$ cat src/rtl/sniff_pkg.sv
package sniff_pkg;

    localparam int unsigned BYTE_W = 8;
    localparam int unsigned CNT_W  = $clog2(BYTE_W + 1);

    // Layout decoded by the host: data low, then framing flags above it.
    typedef struct packed {
        logic              nack;
        logic              rstart;
        logic              start;
        logic [BYTE_W-1:0] data;
    } rx_word_t;

    localparam int unsigned WORD_W = $bits(rx_word_t);

endpackage

$ cat src/rtl/sniff_sync.sv
module sniff_sync #(
    parameter int unsigned STAGES = 2,
    parameter int unsigned LINES  = 2
) (
    input  logic             clk,
    input  logic             rst_n,
    input  logic [LINES-1:0] d_i,
    output logic [LINES-1:0] q_o
);

    for (genvar g = 0; g < LINES; g++) begin : g_line
        logic [STAGES-1:0] chain_d, chain_q;

        always_comb begin
            chain_d = {chain_q[STAGES-2:0], d_i[g]};
        end

        // Bus lines idle high, so the chain resets to ones.
        always_ff @(posedge clk or negedge rst_n) begin
            if (!rst_n) chain_q <= '1;
            else        chain_q <= chain_d;
        end

        assign q_o[g] = chain_q[STAGES-1];
    end

endmodule

$ cat src/rtl/sniff_cond.sv
module sniff_cond (
    input  logic clk,
    input  logic rst_n,
    input  logic scl_s_i,
    input  logic sda_s_i,
    output logic start_o,
    output logic stop_o,
    output logic scl_rise_o
);

    typedef struct packed {
        logic scl;
        logic sda;
    } prev_t;

    prev_t prev_d, prev_q;

    always_comb begin
        prev_d.scl = scl_s_i;
        prev_d.sda = sda_s_i;
    end

    always_ff @(posedge clk or negedge rst_n) begin
        if (!rst_n) prev_q <= '{scl: 1'b1, sda: 1'b1};
        else        prev_q <= prev_d;
    end

    // SDA may only move with SCL high for a bus condition.
    assign start_o    = prev_q.scl && scl_s_i && prev_q.sda && !sda_s_i;
    assign stop_o     = prev_q.scl && scl_s_i && !prev_q.sda && sda_s_i;
    assign scl_rise_o = !prev_q.scl && scl_s_i;

endmodule

$ cat src/rtl/sniff_shifter.sv
module sniff_shifter
    import sniff_pkg::*;
(
    input  logic     clk,
    input  logic     rst_n,
    input  logic     en_i,
    input  logic     start_i,
    input  logic     stop_i,
    input  logic     scl_rise_i,
    input  logic     sda_s_i,
    output logic     in_frame_o,
    output logic     byte_vld_o,
    output rx_word_t byte_o
);

    typedef struct packed {
        logic              in_frame;
        logic              tag_start;
        logic              tag_rstart;
        logic [CNT_W-1:0]  cnt;
        logic [BYTE_W-1:0] shreg;
        logic              vld;
        rx_word_t          word;
    } shf_t;

    shf_t d, q;

    always_comb begin
        d     = q;
        d.vld = 1'b0;
        if (!en_i) begin
            d.in_frame   = 1'b0;
            d.tag_start  = 1'b0;
            d.tag_rstart = 1'b0;
            d.cnt        = '0;
        end else if (start_i) begin
            d.tag_start  = !q.in_frame;
            d.tag_rstart = q.in_frame;
            d.in_frame   = 1'b1;
            d.cnt        = '0;
        end else if (stop_i) begin
            d.in_frame   = 1'b0;
            d.tag_start  = 1'b0;
            d.tag_rstart = 1'b0;
            d.cnt        = '0;
        end else if (scl_rise_i && q.in_frame) begin
            if (q.cnt == CNT_W'(BYTE_W)) begin
                // Ninth clock: acknowledge slot closes the byte.
                d.vld         = 1'b1;
                d.word.data   = q.shreg;
                d.word.start  = q.tag_start;
                d.word.rstart = q.tag_rstart;
                d.word.nack   = sda_s_i;
                d.tag_start   = 1'b0;
                d.tag_rstart  = 1'b0;
                d.cnt         = '0;
            end else begin
                d.shreg = {q.shreg[BYTE_W-2:0], sda_s_i};
                d.cnt   = q.cnt + 1'b1;
            end
        end
    end

    always_ff @(posedge clk or negedge rst_n) begin
        if (!rst_n) q <= '0;
        else        q <= d;
    end

    assign in_frame_o = q.in_frame;
    assign byte_vld_o = q.vld;
    assign byte_o     = q.word;

endmodule

$ cat src/rtl/i2c_bus_sniffer.sv
module i2c_bus_sniffer
    import sniff_pkg::*;
#(
    parameter int unsigned SYNC_STAGES = 2
) (
    input  logic              clk,
    input  logic              rst_n,
    input  logic              mon_en_i,
    input  logic              stretch_en_i,
    input  logic              scl_i,
    input  logic              sda_i,
    input  logic              rd_ack_i,
    input  logic              ovf_clr_i,
    output logic              scl_hold_o,
    output logic [WORD_W-1:0] rx_word_o,
    output logic              ready_o,
    output logic              overflow_o,
    output logic              active_o,
    output logic              idle_o
);

    localparam int unsigned N_LINES = 2;

    logic [N_LINES-1:0] lines_s;
    logic               scl_s, sda_s;
    logic               start_c, stop_c, scl_rise_c;
    logic               start_g, stop_g;
    logic               byte_vld;
    rx_word_t           byte_w;
    logic               in_frame;

    sniff_sync #(.STAGES(SYNC_STAGES), .LINES(N_LINES)) u_sync (
        .clk   (clk),
        .rst_n (rst_n),
        .d_i   ({scl_i, sda_i}),
        .q_o   (lines_s)
    );

    assign scl_s = lines_s[1];
    assign sda_s = lines_s[0];

    sniff_cond u_cond (
        .clk        (clk),
        .rst_n      (rst_n),
        .scl_s_i    (scl_s),
        .sda_s_i    (sda_s),
        .start_o    (start_c),
        .stop_o     (stop_c),
        .scl_rise_o (scl_rise_c)
    );

    assign start_g = start_c && mon_en_i;
    assign stop_g  = stop_c && mon_en_i;

    sniff_shifter u_shf (
        .clk        (clk),
        .rst_n      (rst_n),
        .en_i       (mon_en_i),
        .start_i    (start_c),
        .stop_i     (stop_c),
        .scl_rise_i (scl_rise_c),
        .sda_s_i    (sda_s),
        .in_frame_o (in_frame),
        .byte_vld_o (byte_vld),
        .byte_o     (byte_w)
    );

    typedef struct packed {
        rx_word_t rx;
        logic     ready;
        rx_word_t pend;
        logic     pend_vld;
        logic     ovf;
        logic     idle;
        logic     hold;
    } host_t;

    host_t d, q;
    logic  take, ovf_set;

    always_comb begin
        d       = q;
        take    = rd_ack_i && q.ready;
        ovf_set = 1'b0;

        if (take) begin
            if (q.pend_vld) begin
                d.rx       = q.pend;
                d.pend_vld = 1'b0;
            end else begin
                d.ready = 1'b0;
            end
        end

        if (byte_vld) begin
            if (!d.ready) begin
                d.rx    = byte_w;
                d.ready = 1'b1;
            end else if (stretch_en_i && !d.pend_vld) begin
                d.pend     = byte_w;
                d.pend_vld = 1'b1;
            end else begin
                ovf_set = 1'b1;
            end
        end

        if (ovf_clr_i) d.ovf = 1'b0;
        if (ovf_set)   d.ovf = 1'b1;

        if (!mon_en_i) d.pend_vld = 1'b0;

        if (stop_g)       d.idle = 1'b1;
        else if (start_g) d.idle = 1'b0;

        // Grab SCL only once it is low, then keep it until the held byte moves up.
        d.hold = mon_en_i && stretch_en_i && d.pend_vld && (q.hold || !scl_s);
    end

    always_ff @(posedge clk or negedge rst_n) begin
        if (!rst_n) q <= '0;
        else        q <= d;
    end

    assign scl_hold_o = q.hold;
    assign rx_word_o  = q.rx;
    assign ready_o    = q.ready;
    assign overflow_o = q.ovf;
    assign active_o   = in_frame;
    assign idle_o     = q.idle;

endmodule

$ cat config.mk
export PLATFORM = sky130hd
export DESIGN_NAME = i2c_bus_sniffer
export DESIGN_NICKNAME = d
export VERILOG_FILES = /design/src/rtl/sniff_pkg.sv /design/src/rtl/sniff_sync.sv /design/src/rtl/sniff_cond.sv /design/src/rtl/sniff_shifter.sv /design/src/rtl/i2c_bus_sniffer.sv
export SDC_FILE = /design/constraint.sdc
export NUM_CORES = 1
export LEC_CHECK = 0
export BUFFER_PORTS_ARGS = -buffer_cell sky130_fd_sc_hd__clkbuf_2
export CORE_MARGIN = 4
export CORE_UTILIZATION = 50
export CTS_BUF_LIST = sky130_fd_sc_hd__clkbuf_8
export DETAILED_ROUTE_END_ITERATION = 8
export GPL_ROUTABILITY_DRIVEN = 0
export PLACE_DENSITY = 0.74
export SLEW_MARGIN = 15
export SYNTH_ARGS = -nofsm -noshare
export SYNTH_HDL_FRONTEND = slang
export SYNTH_SLANG_ARGS = --single-unit
$ cat constraint.sdc
create_clock -name clk -period 1.8 [get_ports clk]
set_clock_uncertainty 0.2 [all_clocks]
set_input_delay 0.18 -clock clk [delete_from_list [all_inputs] [get_ports clk]]
set_output_delay 0.18 -clock clk [all_outputs]
set_load 0.05 [all_outputs]
Yosys cells after proc, flatten, opt, wreduce, memory -nomap -nowiden
Cells that the tools add are included.
{"block": "op_classes", "add_sub_neg": 1, "n_eq_ne": 4, "muxes": 28, "n_bitwise": 3, "reduce_logical": 27}
{"cell": "two-way mux 12 bit", "count": 8}
{"cell": "two-way mux 26 bit", "count": 1}
{"cell": "two-way mux 24 bit", "count": 1}
{"cell": "logical AND 1 bit", "count": 14}
{"cell": "two-way mux 7 bit", "count": 2}
{"cell": "two-way mux 1 bit", "count": 11}
{"cell": "two-way mux 11 bit", "count": 1}
{"cell": "AND reduction 5 bit", "count": 2}
{"cell": "two-way mux 8 bit", "count": 1}
{"cell": "!= test 4 x 1 -> 1 bit (second input constant)", "count": 2}
{"cell": "logical NOT 1 bit", "count": 6}
{"cell": "two-way mux 6 bit", "count": 1}
{"cell": "adder 4 x 1 -> 4 bit (second input constant)", "count": 1}
{"cell": "== test 4 bit (second input constant)", "count": 1}
{"cell": "two-way mux 4 bit", "count": 1}
{"cell": "nonzero test 2 bit", "count": 2}
{"cell": "!= test 3 x 1 -> 1 bit (second input constant)", "count": 1}
{"cell": "inverter 1 bit", "count": 3}
{"cell": "AND reduction 3 bit", "count": 1}
{"cell": "two-way mux 2 bit", "count": 1}
{"cell": "AND reduction 2 bit", "count": 1}
{"cell": "logical OR 1 bit", "count": 1}
{"block": "totals", "ff_bits": 60, "input_bits": 8, "out_inout_bits": 16, "wordCells": 90}

Logic depth before layout (Yosys ltp)
Gate-level depths: netlist (run 1).
{"block": "logic_depth", "word_depth": 10, "ltp_mapped": 6, "depth_no_buf": 6}

By module
A second synthesis (run 1) with hierarchy kept.
{"block": "hier_totals", "cells_unflattened": 202, "hier_area_um2": 2717.6}
{"mod": "i2c_bus_sniffer", "n_inst": 1, "cells_per_inst": 99, "area_each_um2": 1306.3}
{"mod": "sniff_shifter", "n_inst": 1, "cells_per_inst": 92, "area_each_um2": 1212.4}
{"mod": "sniff_sync", "n_inst": 1, "cells_per_inst": 6, "area_each_um2": 120.1}
{"mod": "sniff_cond", "n_inst": 1, "cells_per_inst": 5, "area_each_um2": 78.8}

Worst setup path before layout (run 1)
OpenSTA, ideal clock, no wires.
{"block": "synth_timing", "kind": "register to register", "from": "reg u_shf.q (netlist bit u_shf.in_frame_o)", "to": "reg u_shf.q (netlist bit u_shf.byte_o[0])", "setup_ns": 0.125, "arrival_time_ns": 1.802, "path_slack_ns": -0.326, "path_stages_with_launch": 5, "synth_period_minus_slack_ns": 2.126, "path_cell_list": "dfrtp_1 -> nand4b_1 -> nor3_1 -> buf_4 -> mux2_2"}
{"block": "synth_between", "elab_chain_len": 2}
{"item": "start: declaration", "line_no": "sniff_shifter.sv:26", "text": "shf_t d, q;"}
{"item": "start signal: assignment", "line_no": "sniff_shifter.sv:65", "text": "if (!rst_n) q <= '0;"}
{"item": "start signal: assignment", "line_no": "sniff_shifter.sv:66", "text": "else q <= d;"}
{"item": "logical AND 1 bit", "line_no": "sniff_shifter.sv:46", "text": "end else if (scl_rise_i && q.in_frame) begin"}
{"item": "AND reduction 5 bit (no source line)"}
Every way passes these cells.
A chain may end at the register's enable or synchronous reset.

Worst setup path in the final report (run 1)
{"block": "layout_timing", "from": "reg u_sync.g_line[1].chain_q[1]", "to": "reg u_shf.q (netlist bit u_shf.byte_o[8])"}
{"block": "layout_between", "elab_chain_len": 5, "elab_cells_between_ends": 10, "cone_classes": "2 x bitwise; 8 x reduce/logical"}
{"item": "start: declaration", "line_no": "sniff_sync.sv:12", "text": "logic [STAGES-1:0] chain_d, chain_q;"}
{"item": "start signal: assignment", "line_no": "sniff_sync.sv:21", "text": "else chain_q <= chain_d;"}
{"item": "logical AND 1 bit", "line_no": "sniff_cond.sv:29, sniff_cond.sv:30"}
{"item": "logical AND 1 bit (on tied branches) (2 in series)", "line_no": "sniff_cond.sv:30, sniff_cond.sv:29"}
{"item": "inverter 1 bit (no source line)"}
{"item": "AND reduction 5 bit (no source line) (*)"}
Mark *: on every way between the ends. The rest lies on a longest branch, timed or not.

==> results of run 1 <==
power groups by stage:
stage	logic, mW	clock network [mW]	registers (mW)
2_1_floorplan	0.0309	0	1.42
4_1_cts	0.111	1.41	1.39
6_report	0.116	1.38	1.39
5_1_grt	0.130	1.48	1.39
3_5_place_dp	0.0975	0	1.41
3_3_place_gp	0.0959	0	1.41
worst max-delay path by stage:
| stage | start | to | depth (start not counted) |
|---|---|---|---|
| after detailed placement | u_sync.g_line[1].chain_q[1] | u_shf.byte_o[7] | 4 |
| after floorplan | u_shf.in_frame_o | u_shf.byte_o[0] | 4 |
| after global routing | u_sync.g_line[1].chain_q[1] | u_shf.byte_o[8] | 4 |
| after CTS | u_sync.g_line[1].chain_q[1] | u_shf.byte_o[7] | 4 |
| final | u_sync.g_line[1].chain_q[1] | u_shf.byte_o[8] | 4 |
| after global placement | u_sync.g_line[1].chain_q[1] | u_shf.byte_o[4] | 4 |
worst min-delay path, delay by kind of cell:
| family | cells | cell delay [ns] |
|---|---|---|
| buffers and inverters | 2 | 0.26 |
| AO/OA/AOI/OAI | 1 | 0.10 |
state kept, by name (all words and copies together) (netlist names):
signal / count
idle_o: 1
u_shf.in_frame_o: 1
u_shf.q: 14
scl_hold_o: 1
overflow_o: 1
rx_word_o: 11
ready_o: 1
u_shf.byte_vld_o: 1
u_cond.prev_q: 2
u_shf.byte_o: 11
u_sync.g_line.chain_q: 4
q: 12
timing repair:
action / 4_1_cts / 5_1_grt
resized for setup: 1 / 10
hold buffers: 5 / 0
endpoints found under the hold margin: 64 / 0
endpoints found under the setup margin: 12 / 31
pin swaps: 2 / 4
gates cloned: 0 / 1
setup buffers: 1 / 3
metal layers:
layer  up-vias  GRT usage (%)  routed length (µm)
met5         -              0                   0
met4         0           9.79                  97
met3         8           5.10                 149
met2        27           25.4                2230
met1       779           20.4                1960
li1        783              -                   -
cell families (layout without fill, tap and decap cells):
| family | count (synthesis) | after routing |
|---|---|---|
| and+or+nand+nor | 45 | 45 |
| muxes | 41 | 41 |
| xor gates and xnor gates | 2 | 2 |
| DFF | 60 | 60 |
| adders and majority gates | 2 | 2 |
| AOI/OAI and AO/OA | 32 | 32 |
| buffers and inverters | 22 | 65 |
synthesized netlist by cell type (2+ instances only):
cell type | n | area, µm²
nand2_1 | 22 | 82.6
nand3_1 | 4 | 20.0
a21o_1 | 2 | 15.0
o21ai_0 | 16 | 80.1
mux2i_1 | 11 | 110
clkbuf_1 | 3 | 11.3
nor2_1 | 7 | 26.3
dfstp_2 | 6 | 158
ha_1 | 2 | 25.0
a31oi_1 | 2 | 12.5
buf_2 | 2 | 10.0
mux2_2 | 30 | 338
inv_1 | 5 | 18.8
nor3_1 | 2 | 10.0
nand2b_1 | 2 | 12.5
a21oi_1 | 2 | 10.0
buf_4 | 12 | 90.1
o22ai_1 | 2 | 12.5
dfrtp_1 | 54 | 1350
final cells by class:
| cell class | instances | share of cell area (%) |
|---|---|---|
| Timing Repair Buffer | 44 | 9.93 |
| Clock inverter | 4 | 2.28 |
| Inverter | 5 | 0.610 |
| Sequential cell | 60 | 49.1 |
| Multi-Input combinational cell | 122 | 29.9 |
| Clock buffer | 12 | 5.37 |
| Tap cell | 67 | 2.73 |
cells in the final DEF, fill, tap and decap left out, types with 2 or more instances in the layout:
master / count
dfrtp_2: 2
nand2b_1: 2
buf_6: 2
mux2_2: 30
a31oi_1: 2
dfrtp_1: 52
buf_4: 13
a21o_1: 2
dlygate4sd3_1: 5
o22ai_1: 2
clkinv_2: 2
inv_1: 4
bufinv_16: 2
mux2i_1: 11
nand2_1: 22
clkbuf_8: 12
a21oi_1: 2
clkbuf_2: 23
nor2_1: 7
nand3_1: 4
o21ai_0: 16
dfstp_2: 6
==> results.md, run 1 <==
- Status: finished clean
- Worst Path Arrival: 1.80 ns
- Comb power frac: 4.0%
- DIE AREA: 0.00628 mm²
- Top FF cell, synth: dfrtp_1
- Crit path kind: flop to flop
- # rows: 25
- Fillers: a little over 400
- DR WL/cell: 14.1 µm
- CTS tree: yes
- Setup violations, final: 0
- Hold EP: q[3]
- Internal Pwr Total: 2.31 mW
- Worst Setup Slack, final: approximately 0.015 ns
- Critical path capture point type: flop
- Nets: 252
- IO Pins: 24
- Synth Area in Adders: 0.986%
- WL final: 4.44 mm
- GRT overflow: 0
- Slew margin rel.: 79.4%
- Root Buffer: clkbuf_8
- Reg2reg end: u_shf.byte_o[8]
- Pins Over Slew Limit: 0
- Worst slew pin tran: around 0.31 ns
- Clock power frac: 47.8%
- Leakage: 1.58 nW
- RSZ-0062 raised after global routing: true
- Initial core utilization: around 53%
- First-pass GRT wire length: approximately 7.6 mm
- Clk_lat worst skew: 0.33 ns
- Critical-path top delay cell: dfstp_2
- Initial antenna violation count: 0
- R2R depth: 4
- Sequential fraction of the synthesis area: 59.4%
- Flop pwr share: 48.2%
- DIE HEIGHT: 79.3 µm
- Period minus WS final: 1.79 ns
- Clock transition at path regs: 0.06 ns
- Power per Cell Area: 936 mW/mm²
- DRC errors left: 0
- EDFF count, synth: 0
- Post-Synthesis Cells: 204
- Fmax achieved: 560 MHz
- Tot Pwr: 2.88 mW
- Post-layout instance area: 0.00308 mm²
- Vias in the first global route: 1572
- Final Cycle Share: 99.2%
- Largest net degree at the start of global routing: 61
- Main combinational cell family by area after synthesis: multiplexers
- Via count: 1597
- Reg-to-Reg Start: u_sync.g_line[1].chain_q[1]
- Pre-CTS setup slack: -0.00796 ns
- Final hold viol count: 0
- Ant diodes: 0
- Crit start category: flop
- Finished Core Util: 63.8%
- Die W: between 70 and 80 µm
- Ys Warns: 0
- Placed cells: 288
- H-tree depth: 3
- CP Cell Sequence: nand4b_1, nor3_2, buf_6, mux2_2
- Via density: between 5 and 6
- Area of the core: between 0.004 and 0.005 mm²
- CP peak stage delay: 0.54 ns
- Multiplexer area fraction after synthesis: ~18%
- Peak supply drop: between 0.6 and 0.7 mV
- Placed inst area: ~0.0027 mm²
- Post-Synthesis Cell Area: ~0.0025 mm²
- Layout cell share with drive strength beyond 1: 40.9%
- Synth cell types: 37
- Min-delay src: mon_en_i
- Clock Path Buffers: 2
- Synth Area in Simple Gates: under 10%
- Post-Syn Nets: around 210
- GRT Overall Usage: between 10% and 20%
- TritonRoute pass-1 iters: 4
- Asr flop ratio synth: 100%
- Flops & latches, synth: 60
- Switching Share: 19.8%
- Initial DRC Count: 76
- Final non-filler cell total: 314
- Average size of a mapped cell: around 12 µm²
- HP Class: primary input to flop
- Worst path bufs/invs: 1
- Min Hold Slack: roughly 0.044 ns
- Crit path max fanout: 12
- Final TNS setup: 0 ns
- Crit path max-delay family: flip-flops
- Reg2reg setup slack: 0.01 ns
- Cts bufs inserted: 9
- Storage cell area: 0.00151 mm²
- Final ANT Viol Nets: 0
- WP data required: 1.81 ns
- Sw Pwr: about 570 µW
- Area occupied by multi-input gates: ~900 µm²
- Cell depth of the worst hold path: 3
- Xor and xnor area share after synthesis: 0.690%
- Dpl hpwl: between 2 and 3 mm
- Buffers on Ports: 23
- # clock sinks: 60
- Compound-Gate Fraction of Synth Area: 7.84%
- Max-Cap Viols: 0
- Layout area overhead: 21.1%
Note: power is estimated with default switching activity, not from simulation.
==> run 2: changes to the inputs <==
Settings changed: RECOVER_POWER set to 50.
==> run 2 against run 1 <==
Against the previous run:
- largest cell class unchanged
- sequential power about the same
- count of clock-buffer cells in the layout unchanged
- clock power about the same
- combinational power down 3%
- power down 0.12%
- flip-flop and latch count unchanged
- first-iteration DRC count unchanged
==> results.md, run 2 (synthesis results as in run 1) <==
- WP data required: 1.81 ns (about the same)
- Final Cycle Share: 99.2% (about the same)
- Layout area overhead: 20.7%
- CTS tree: yes
- Crit start category: flop
- R2R depth: 4 (unchanged)
- Largest regs: u_shf.q: 14 flops, q: 12 flops
- Most frequent cells in the layout: dfrtp_1, mux2_2, clkbuf_2, nand2_1, o21ai_0
- Pins Over Slew Limit: 0 (unchanged)
- Worst Setup Slack, final: 0.0137 ns (-0.00108 ns)
- Crit path max fanout: 12 (unchanged)
- Flop pwr share: 48.2% (about the same)
- TritonRoute pass-1 iters: 4 (unchanged)
- Comb power frac: 3.9% (about the same)
- Via density: 5.13 (+0.94%)
- Reg2reg end: u_shf.byte_o[8]
- Area of the core: 0.00482 mm² (unchanged)
- Critical path capture point type: flop
- First-pass GRT wire length: 7.59 mm (unchanged)
- Vias in the first global route: 1572 (unchanged)
- Initial DRC Count: 76 (unchanged)
- DR WL/cell: 14.2 µm (+0.29%)
- Cell depth of the worst hold path: 3 (unchanged)
- Clock power frac: 47.9% (about the same)
- Crit path launch: u_sync.g_line[1].chain_q[1]
- Crit path kind: flop to flop
- Sw Pwr: 571 µW (about the same)
- Largest Register: u_shf.q
- Leakage: 1.57 nW (-0.30%)
- Reg2reg setup slack: 0.01 ns (about the same)
- Internal Pwr Total: 2.30 mW (-0.14%)
- Tot Pwr: 2.87 mW (-0.12%)
- Initial antenna violation count: 0 (unchanged)
- Status: finished clean
- Final ANT Viol Nets: 0 (unchanged)
- Dpl hpwl: 2.80 mm (unchanged)
- # rows: 25 (unchanged)
- DIE HEIGHT: 79.3 µm (unchanged)
- Setup violations, final: 0 (unchanged)
- Peak supply drop: 0.631 mV (+0.16%)
- GRT overflow: 0 (unchanged)
- Clock transition at path regs: 0.06 ns (about the same)
- Final TNS setup: 0 ns (unchanged)
- Slew margin rel.: 48.0% (-31 points)
- Max-Cap Viols: 0 (unchanged)
- DRC errors left: 0 (unchanged)
- Min-delay src: mon_en_i
- GRT Overall Usage: 16.5% (unchanged)
- Reg-to-Reg Start: u_sync.g_line[1].chain_q[1]
- WL final: 4.45 mm (+0.29%)
- Most common library cell in the layout ignoring fill and taps: dfrtp_1
- Initial core utilization: 52.7% (unchanged)
- Root Buffer: clkbuf_8
- Period minus WS final: 1.79 ns (+0.00108 ns)
- Max reg flops: 14 (unchanged)
- CP peak stage delay: 0.54 ns (about the same)
- Ant diodes: 0 (unchanged)
- DIE AREA: 0.00628 mm² (unchanged)
- RSZ-0062 raised after global routing: true
- CP Cell Sequence: nand4b_1, nor3_2, buf_6, mux2_2
- HP Class: primary input to flop
- Worst Path Arrival: 1.80 ns (about the same)
- Layout cell share with drive strength beyond 1: 40.9% (unchanged)
- Via count: 1612 (+0.94%)
- Clock Path Buffers: 2 (unchanged)
- Fmax achieved: 560 MHz (about the same)
- Pre-CTS setup slack: -0.00796 ns (unchanged)
- Nets: 252 (unchanged)
- Hold EP: q[3]
- Worst slew pin tran: 0.780 ns (+0.471 ns)
- Switching Share: 19.9% (about the same)
- Largest net degree at the start of global routing: 61 (unchanged)
- Fillers: 403 (unchanged)
- Power per Cell Area: 938 mW/mm² (+0.29%)
- Cts bufs inserted: 9 (unchanged)
- Critical-path top delay cell: dfstp_2
- IO Pins: 24 (unchanged)
- Buffers on Ports: 23 (unchanged)
- # clock sinks: 60 (unchanged)
- Die W: 79.3 µm (unchanged)
- H-tree depth: 3 (unchanged)
- Clk_lat worst skew: 0.33 ns (about the same)
- Final hold viol count: 0 (unchanged)
-- run 2: cell count changes in the layout (fill, tap and decap cells not counted), sizes merged --
cell | previous run | this run
buf | 16 | 15
clkbuf | 35 | 36
-- run 2: cell type report --
class | count | area (µm²) | share of cell area (%)
Clock inverter | 4 | 70.1 | 2.29
Multi-Input combinational cell | 122 | 921 | 30.1
Tap cell | 67 | 83.8 | 2.74
Timing Repair Buffer | 44 | 293 | 9.56
Inverter | 5 | 18.8 | 0.613
Clock buffer | 12 | 165 | 5.39
Sequential cell | 60 | 1510 | 49.3
-- run 2: worst max-delay path by stage --
| stage | to | cells past startpoint |
|---|---|---|
| floorplan | u_shf.byte_o[0] | 4 |
| global placement | u_shf.byte_o[4] | 4 |
| detailed placement | u_shf.byte_o[7] | 4 |
| CTS | u_shf.byte_o[7] | 4 |
| global route | u_shf.byte_o[8] | 4 |
| finish | u_shf.byte_o[8] | 4 |
-- run 2: power groups by stage --
stage	combinational [mW]	sequential, mW	clock, mW
final	0.112	1.39	1.38
after floorplan	0.0309	1.42	0
after detailed placement	0.0975	1.41	0
after global placement	0.0959	1.41	0
after global routing	0.126	1.39	1.48
after CTS	0.111	1.39	1.41
-- run 2: what timing repair did --
action	in CTS	in global routing
hold buffers	5	0
pin swaps	2	4
setup endpoints to repair	12	31
cloned	0	1
gates resized for setup	1	10
hold endpoints to repair	64	0
setup buffers	1	3
-- run 2: stage by stage --
step / cell area, µm² / utilization [%] / instances / hold WS (ns)
after floorplan: 2550 / - / 204 / -0.316
after global placement: 2730 / 56.6 / 288 / 0.00994
after detailed placement: 2730 / 56.6 / 288 / 0.0105
after CTS: 3030 / 62.8 / 310 / 0.0289
after global routing: 3060 / 63.6 / 314 / 0.0403
final: 3060 / 63.6 / 314 / 0.0463
-- run 2: metal layers --
metal  track usage [%]  vias to the layer above  part of all wire (%)
met2              25.4                       25                    51
li1                  -                      786                     -
met4              9.79                        0                   2.2
met5                 0                        -                     0
met1              20.4                      793                    44
met3              5.10                        8                   3.1
-- run 2: worst max-delay path: cells and delay by family (launching register included) --
family                 cells  cell delay (ns)
multiplexers               1             0.34
AND/OR/NAND/NOR            2             0.40
buffers and inverters      1             0.19
flip-flops                 1             0.54
